## src/rtl/scan_seq_pkg.sv

```systemverilog
// Shared types for the scan channel sequencer.
// Assumes a 2-bit mode field; the encodings below are decoded by scan_limits.
package scan_seq_pkg;

    typedef enum logic [1:0] {
        SCAN_UP     = 2'b00,  // channel 0 up to the selection
        SCAN_REPEAT = 2'b01,  // selected channel, fixed repeat count
        SCAN_UPPER  = 2'b10,  // upper base channel up to the selection
        SCAN_ONE    = 2'b11   // selected channel once
    } scan_mode_e;

    typedef enum logic {
        ST_IDLE = 1'b0,
        ST_WAIT = 1'b1
    } seq_state_e;

endpackage

```

## src/rtl/scan_limits.sv

```systemverilog
// scan_limits: turns the sampled configuration into a scan plan.
// The plan gives the first channel, the end channel, the repeats left after
// the first issue, a hold flag (same channel each time) and an endless flag.
// Assumes NUM_CH >= UPPER_BASE + 2 so that the reference cap stays at or above the base.
module scan_limits
    import scan_seq_pkg::*;
#(
    parameter int NUM_CH     = 12,
    parameter int CH_W       = 4,
    parameter int UPPER_BASE = 6,
    parameter int REPEAT     = 8,
    parameter int RW         = $clog2(REPEAT + 1)
) (
    input  scan_mode_e       mode,
    input  logic [CH_W-1:0]  sel,
    input  logic             ref_pin,
    input  logic             ext_clk,
    output logic [CH_W-1:0]  first_ch,
    output logic [CH_W-1:0]  end_ch,
    output logic [RW-1:0]    reps,
    output logic             hold,
    output logic             endless
);
    localparam logic [CH_W-1:0] MAX_CH  = CH_W'(NUM_CH - 1);
    localparam logic [CH_W-1:0] REF_CAP = CH_W'(NUM_CH - 2);
    localparam logic [CH_W-1:0] BASE    = CH_W'(UPPER_BASE);

    logic [CH_W-1:0] sel_c;
    logic [CH_W-1:0] scan_top;

    // Clamp the selection to the physical channel range and the reference cap.
    always_comb begin
        sel_c    = (sel > MAX_CH) ? MAX_CH : sel;
        scan_top = (ref_pin && (sel_c > REF_CAP)) ? REF_CAP : sel_c;
    end

    // Decode the mode into start point, stop point and repeat rule.
    always_comb begin
        first_ch = '0;
        end_ch   = '0;
        reps     = '0;
        hold     = 1'b0;
        endless  = 1'b0;
        case (mode)
            SCAN_UP: begin
                first_ch = '0;
                end_ch   = scan_top;
            end
            SCAN_UPPER: begin
                first_ch = BASE;
                end_ch   = (scan_top < BASE) ? BASE : scan_top;
            end
            SCAN_REPEAT: begin
                first_ch = sel_c;
                end_ch   = sel_c;
                hold     = 1'b1;
                endless  = ext_clk;
                reps     = RW'(REPEAT - 1);
            end
            SCAN_ONE: begin
                first_ch = sel_c;
                end_ch   = sel_c;
                hold     = 1'b1;
                endless  = ext_clk;
            end
            default: begin
                first_ch = '0;
                end_ch   = '0;
            end
        endcase
    end

    // the plan must never run downwards.
    always_comb begin
        assert (first_ch <= end_ch) else $error("scan plan runs downwards (R2/R4)");
    end

endmodule

```

## src/rtl/scan_step.sv

```systemverilog
// scan_step: computes the channel that follows the one just issued, the
// repeats left after it, and whether that next channel closes the scan.
// Assumes the caller only uses the result while a scan is running.
module scan_step #(
    parameter int CH_W = 4,
    parameter int RW   = 4
) (
    input  logic [CH_W-1:0] cur_ch,
    input  logic [CH_W-1:0] end_ch,
    input  logic [RW-1:0]   reps,
    input  logic            hold,
    input  logic            endless,
    output logic [CH_W-1:0] nxt_ch,
    output logic [RW-1:0]   nxt_reps,
    output logic            nxt_last
);
    // Advance the channel (or the repeat count) and judge the scan end.
    always_comb begin
        if (hold) begin
            nxt_ch   = cur_ch;
            nxt_reps = (reps == '0) ? '0 : reps - RW'(1);
            nxt_last = !endless && (nxt_reps == '0);
        end else begin
            nxt_ch   = cur_ch + CH_W'(1);
            nxt_reps = reps;
            nxt_last = !endless && (nxt_ch == end_ch);
        end
    end

endmodule

```

## src/rtl/scan_seq_top.sv

```systemverilog
// scan_seq_top: issues the sequence of channels for one read request.
// Samples the configuration on start, issues one channel per conversion
// with a one-cycle valid pulse, and waits for conv_done between channels.
// nack, or start during a scan, aborts to idle. Assumes the strobes are
// synchronous to clk; reset is synchronous and active low.
module scan_seq_top
    import scan_seq_pkg::*;
#(
    parameter int NUM_CH     = 12,
    parameter int CH_W       = 4,
    parameter int UPPER_BASE = 6,
    parameter int REPEAT     = 8
) (
    input  logic            clk,
    input  logic            rst_n,
    input  logic [1:0]      cfg_mode,
    input  logic [CH_W-1:0] cfg_sel,
    input  logic            cfg_ref_pin,
    input  logic            cfg_ext_clk,
    input  logic            start,
    input  logic            conv_done,
    input  logic            nack,
    output logic [CH_W-1:0] ch_out,
    output logic            ch_valid,
    output logic            ch_last
);
    localparam int              RW     = $clog2(REPEAT + 1);
    localparam logic [CH_W-1:0] MAX_CH = CH_W'(NUM_CH - 1);

    seq_state_e      state;
    logic [CH_W-1:0] end_q;
    logic [RW-1:0]   reps_q;
    logic            hold_q;
    logic            endless_q;
    logic            ref_q;
    logic            last_q;

    logic [CH_W-1:0] plan_first;
    logic [CH_W-1:0] plan_end;
    logic [RW-1:0]   plan_reps;
    logic            plan_hold;
    logic            plan_endless;
    logic            plan_first_last;

    logic [CH_W-1:0] nxt_ch;
    logic [RW-1:0]   nxt_reps;
    logic            nxt_last;

    scan_limits #(
        .NUM_CH     (NUM_CH),
        .CH_W       (CH_W),
        .UPPER_BASE (UPPER_BASE),
        .REPEAT     (REPEAT),
        .RW         (RW)
    ) u_limits (
        .mode     (scan_mode_e'(cfg_mode)),
        .sel      (cfg_sel),
        .ref_pin  (cfg_ref_pin),
        .ext_clk  (cfg_ext_clk),
        .first_ch (plan_first),
        .end_ch   (plan_end),
        .reps     (plan_reps),
        .hold     (plan_hold),
        .endless  (plan_endless)
    );

    scan_step #(
        .CH_W (CH_W),
        .RW   (RW)
    ) u_step (
        .cur_ch   (ch_out),
        .end_ch   (end_q),
        .reps     (reps_q),
        .hold     (hold_q),
        .endless  (endless_q),
        .nxt_ch   (nxt_ch),
        .nxt_reps (nxt_reps),
        .nxt_last (nxt_last)
    );

    // Whether the first channel of a new plan is already the final one.
    always_comb begin
        plan_first_last = !plan_endless &&
                          (plan_hold ? (plan_reps == '0) : (plan_first == plan_end));
    end

    // Sequencer: load the plan on start, step on conv_done, abort on nack/start.
    always_ff @(posedge clk) begin
        if (!rst_n) begin
            state     <= ST_IDLE;
            ch_out    <= '0;
            ch_valid  <= 1'b0;
            ch_last   <= 1'b0;
            end_q     <= '0;
            reps_q    <= '0;
            hold_q    <= 1'b0;
            endless_q <= 1'b0;
            ref_q     <= 1'b0;
            last_q    <= 1'b0;
        end else begin
            ch_valid <= 1'b0;
            ch_last  <= 1'b0;
            case (state)
                ST_IDLE: begin
                    if (start && !nack) begin
                        state     <= ST_WAIT;
                        ch_out    <= plan_first;
                        ch_valid  <= 1'b1;
                        ch_last   <= plan_first_last;
                        last_q    <= plan_first_last;
                        end_q     <= plan_end;
                        reps_q    <= plan_reps;
                        hold_q    <= plan_hold;
                        endless_q <= plan_endless;
                        ref_q     <= cfg_ref_pin;
                    end
                end
                ST_WAIT: begin
                    if (nack || start) begin
                        state <= ST_IDLE;
                    end else if (conv_done && !ch_valid) begin
                        if (last_q) begin
                            state <= ST_IDLE;
                        end else begin
                            ch_out   <= nxt_ch;
                            reps_q   <= nxt_reps;
                            ch_valid <= 1'b1;
                            ch_last  <= nxt_last;
                            last_q   <= nxt_last;
                        end
                    end
                end
                default: state <= ST_IDLE;
            endcase
        end
    end

    // a valid pulse never lasts longer than one cycle.
    p_valid_pulse_r8: assert property (@(posedge clk) disable iff (!rst_n)
        ch_valid |=> !ch_valid);

    // an idle cycle without start issues nothing.
    p_idle_quiet_r8: assert property (@(posedge clk) disable iff (!rst_n)
        (state == ST_IDLE && !start) |=> !ch_valid);

    // the last flag only appears with a valid channel.
    p_last_with_valid_r9: assert property (@(posedge clk) disable iff (!rst_n)
        ch_last |-> ch_valid);

    // no channel follows a not-acknowledge.
    p_nack_stops_r10: assert property (@(posedge clk) disable iff (!rst_n)
        nack |=> !ch_valid);

    // every issued channel exists.
    p_range_r2: assert property (@(posedge clk) disable iff (!rst_n)
        ch_valid |-> (ch_out <= MAX_CH));

    // a multichannel scan with the reference pin never issues channel 11.
    p_ref_excluded_r6: assert property (@(posedge clk) disable iff (!rst_n)
        (ch_valid && ref_q && !hold_q) |-> (ch_out != MAX_CH));

    // an endless scan never flags a last channel.
    p_endless_no_last_r7: assert property (@(posedge clk) disable iff (!rst_n)
        (ch_valid && endless_q) |-> !ch_last);

endmodule

```

## config.mk

```make
export PLATFORM = sky130hd
export DESIGN_NAME = scan_seq_top
export DESIGN_NICKNAME = d
export VERILOG_FILES = /design/src/rtl/scan_seq_pkg.sv /design/src/rtl/scan_limits.sv /design/src/rtl/scan_step.sv /design/src/rtl/scan_seq_top.sv
export SDC_FILE = /design/constraint.sdc
export NUM_CORES = 1
export LEC_CHECK = 0
export ABC_AREA = 1
export BUFFER_PORTS_ARGS = -buffer_cell sky130_fd_sc_hd__buf_2
export CELL_PAD_IN_SITES_DETAIL_PLACEMENT = 1
export CELL_PAD_IN_SITES_GLOBAL_PLACEMENT = 1
export CORE_ASPECT_RATIO = 0.8
export CORE_MARGIN = 2
export CORE_UTILIZATION = 30
export CTS_CLUSTER_SIZE = 10
export DETAILED_ROUTE_END_ITERATION = 8
export GPL_TIMING_DRIVEN = 0
export PLACE_DENSITY = 0.76
export RECOVER_POWER = 50
export SYNTH_ARGS = -nofsm -noshare
export SYNTH_HDL_FRONTEND = slang
export SYNTH_SLANG_ARGS = --single-unit
```

## constraint.sdc

```tcl
create_clock -name clk -period 1.41 [get_ports clk]
set_input_delay 0.141 -clock clk [delete_from_list [all_inputs] [get_ports clk]]
set_output_delay 0.141 -clock clk [all_outputs]
set_load 0.02 [all_outputs]
```

==> results.toml <==
[run_status]
outcome = "finished with violations"
failed_checks = "setup timing"

[timing]
hold_violations = 0
max_slew.worst_pin.slew_ps = 302
final-setup-viol-count = 1
setup_tns_ps = -40.1
rsz0062_at_grt = "true"
relSlewSlack = 0.797
period_minus_slack_ps = 1450
fin_ws_ps = -40.1
fmax_mhz = 690
finalCritPeriodShare = 1.03
clock-skew-final_ps = 1.72
finalMaxSlewViolations = 0

[die]
fp-row-count = 19
core-area_um2 = 3520
dieArea_um2 = 4250
die_h_um = 58.7
ios = 19
start_util = 0.319
fp.dieW_um = 72.4

[logic_synthesis]
yosys_register_bits = 18
avgSynthCellArea_um2 = 6.76
synth_flop_cell = "dfxtp_1"
yosys_warnings = 0
synth_area_um2 = 1120
synth-seq-area-share = 0.321
ys_types = 30
syn-num-nets = 180
netlist_instances = 166
synth_edf_count = 0
async_flop_share = 0

[pwr]
power_frac_seq = 0.424
ir_worst_vdd_v = 0.000264
clock_power_share = 0.327
total_power_uw = 1340
p_leak_uw = 0.000647
power.internal_uw = 920
power_density_nw_per_um2 = 911
p_switching_uw = 416
p_comb_frac = 0.249
swShare = 0.312

[critical_path]
cp_slowest_stage_delay_ps = 360
path_max_fanout = 4
worst_ep_required_time_ps = 1600
reg2reg_depth = 10
cp.arrival_ps = 1640
cp_common_cell = "nand2_1"
critPathKind = "flop to flop"
worstPathCellList = "ha_4 > xnor2_2 > nand2_1 > nor2_1 > nand3_1 > nand2_1 > nand2_2 > nand2_1 > nand2_2 > a21oi_2"
endpoint_kind = "flop"
slowest_stage = "dfxtp_4"
start_kind = "flop"

[place]
io_buffers = 16
gp_congestion = 0.800
post_dp_cell_area_um2 = 1260
hpwl_um = 2420
post-place-ws_ps = -115

[route]
first_pass_iters = 4
avgRoutedWirePerCell_um = 14.6
via_per_inst = 5.15
wl_um = 3460
drc = 0
ant_nets = 0
first_iter_violations = 28
vias = 1226

[grt]
grt_pass1_wl_um = 5300
grt_antenna_before_repair = 0
grt_start_max_net_pins = 11
grt_pass1_vias = 1144
grt_overflow = 0
global_route.usage.total = 0.162

[clocking]
clk_pin_slew_ps = 70
numCtsBuffers = 3
cts_max_level = 1
clock_latency_ps = 260
tritoncts = "done"
cts_sinks = 18
clockBufferDepth = 2
clock-root-buffer = "clkbuf_8"
hold_buffers = 0

[finish]
multi_input_area_um2 = 694
num-fill-cells = 469
utilization = 0.417
layout-area-overhead-vs-synth_pct = 30.8
mostFrequentLayoutCells = "28 x nand2_1, 23 x nor2_1, 20 x inv_1"
final_common_cell = "nand2_1"
fin_nets = 211
diodes = 0
design_area_um2 = 1470
drive_gt1_frac = 0.276
seq_area_um2 = 368

[hold_path]
hold_class = "input pin to flop"
hold_depth = 3

[job]
maxCapViolCount = 0
-- final timing paths --
path                     startpoint  slack (ps)                endpoint
max reg2reg  ch_out[1]$_SDFFE_PN0P_         -40     last_q$_SDFFE_PN0P_
min reg2reg  reps_q[3]$_SDFFE_PN0P_         480  reps_q[3]$_SDFFE_PN0P_
max          ch_out[1]$_SDFFE_PN0P_         -40     last_q$_SDFFE_PN0P_
min                     cfg_ext_clk         140  endless_q$_SDFFE_PN0P_
-- power groups by stage --
| stage | Combinational [uW] | Sequential, uW | Clock (uW) |
|---|---|---|---|
| 6_report | 333 | 567 | 437 |
| 5_1_grt | 367 | 570 | 464 |
| 3_5_place_dp | 271 | 579 | 0 |
| 2_1_floorplan | 184 | 585 | 0 |
| 4_1_cts | 298 | 567 | 446 |
| 3_3_place_gp | 260 | 577 | 0 |
-- Yosys cell counts, types with 3 or more instances --
master | count | area share
nand2_4 | 4 | 0.040
nand2_1 | 31 | 0.10
nand3_1 | 11 | 0.049
a31oi_1 | 3 | 0.017
nor3_1 | 3 | 0.013
nor2_1 | 24 | 0.080
o21ai_0 | 9 | 0.040
a21oi_1 | 13 | 0.058
inv_1 | 22 | 0.074
a211oi_1 | 3 | 0.020
dfxtp_1 | 18 | 0.32
-- what timing repair did --
| item | 4_1_cts | 5_1_grt |
|---|---|---|
| resized for setup | 5 | 14 |
| setup endpoints to repair | 9 | 12 |
| setup buffers | 5 | 5 |
| pin swaps | 0 | 4 |
-- per-stage QoR --
step,instances,hold WS [ps]
after detailed placement,224,413
after CTS,233,135
after floorplan,166,301
final,238,136
after global routing,238,158
after global placement,224,405
-- final cells by class --
class / count / share of cell area
plain buffers: 4 / 0.0281
clock buffers: 4 / 0.0375
inverters: 25 / 0.0673
well taps: 42 / 0.0358
repair buffers: 26 / 0.107
multi-input cells: 119 / 0.473
flip-flops and latches: 18 / 0.251
-- cells by family after synthesis --
logic type,share of synthesized area
flip-flops,0.321
adder cells (fa/ha/maj),0.0111
buffers and inverters,0.123
AO/OA/AOI/OAI,0.211
AND/OR/NAND/NOR,0.319
XOR/XNOR,0.0156
-- routing by layer --
layer,vias up,part of all wire,routed length (um),GRT usage
met5,-,0,0,0
met1,593,0.46,1610,0.206
met3,7,0.022,75,0.0171
met2,18,0.49,1690,0.277
met4,0,0.026,89,0.0767
li1,608,-,-,-
-- registers in the layout, summed over array words and instances (netlist names) --
name and count:
ch_last 1, endless_q 1, last_q 1, reps_q 4, state 1, ch_out 4, ch_valid 1, hold_q 1
end_q 4
-- worst max-delay path, delay by kind of cell (launching register included) --
| family | cells | cell delay [ps] |
|---|---|---|
| simple gates | 7 | 530 |
| flops | 1 | 360 |
| compound gates | 1 | 120 |
| fa+ha+maj | 1 | 280 |
| xor+xnor | 1 | 100 |
Power figures use the tool's default switching activity.
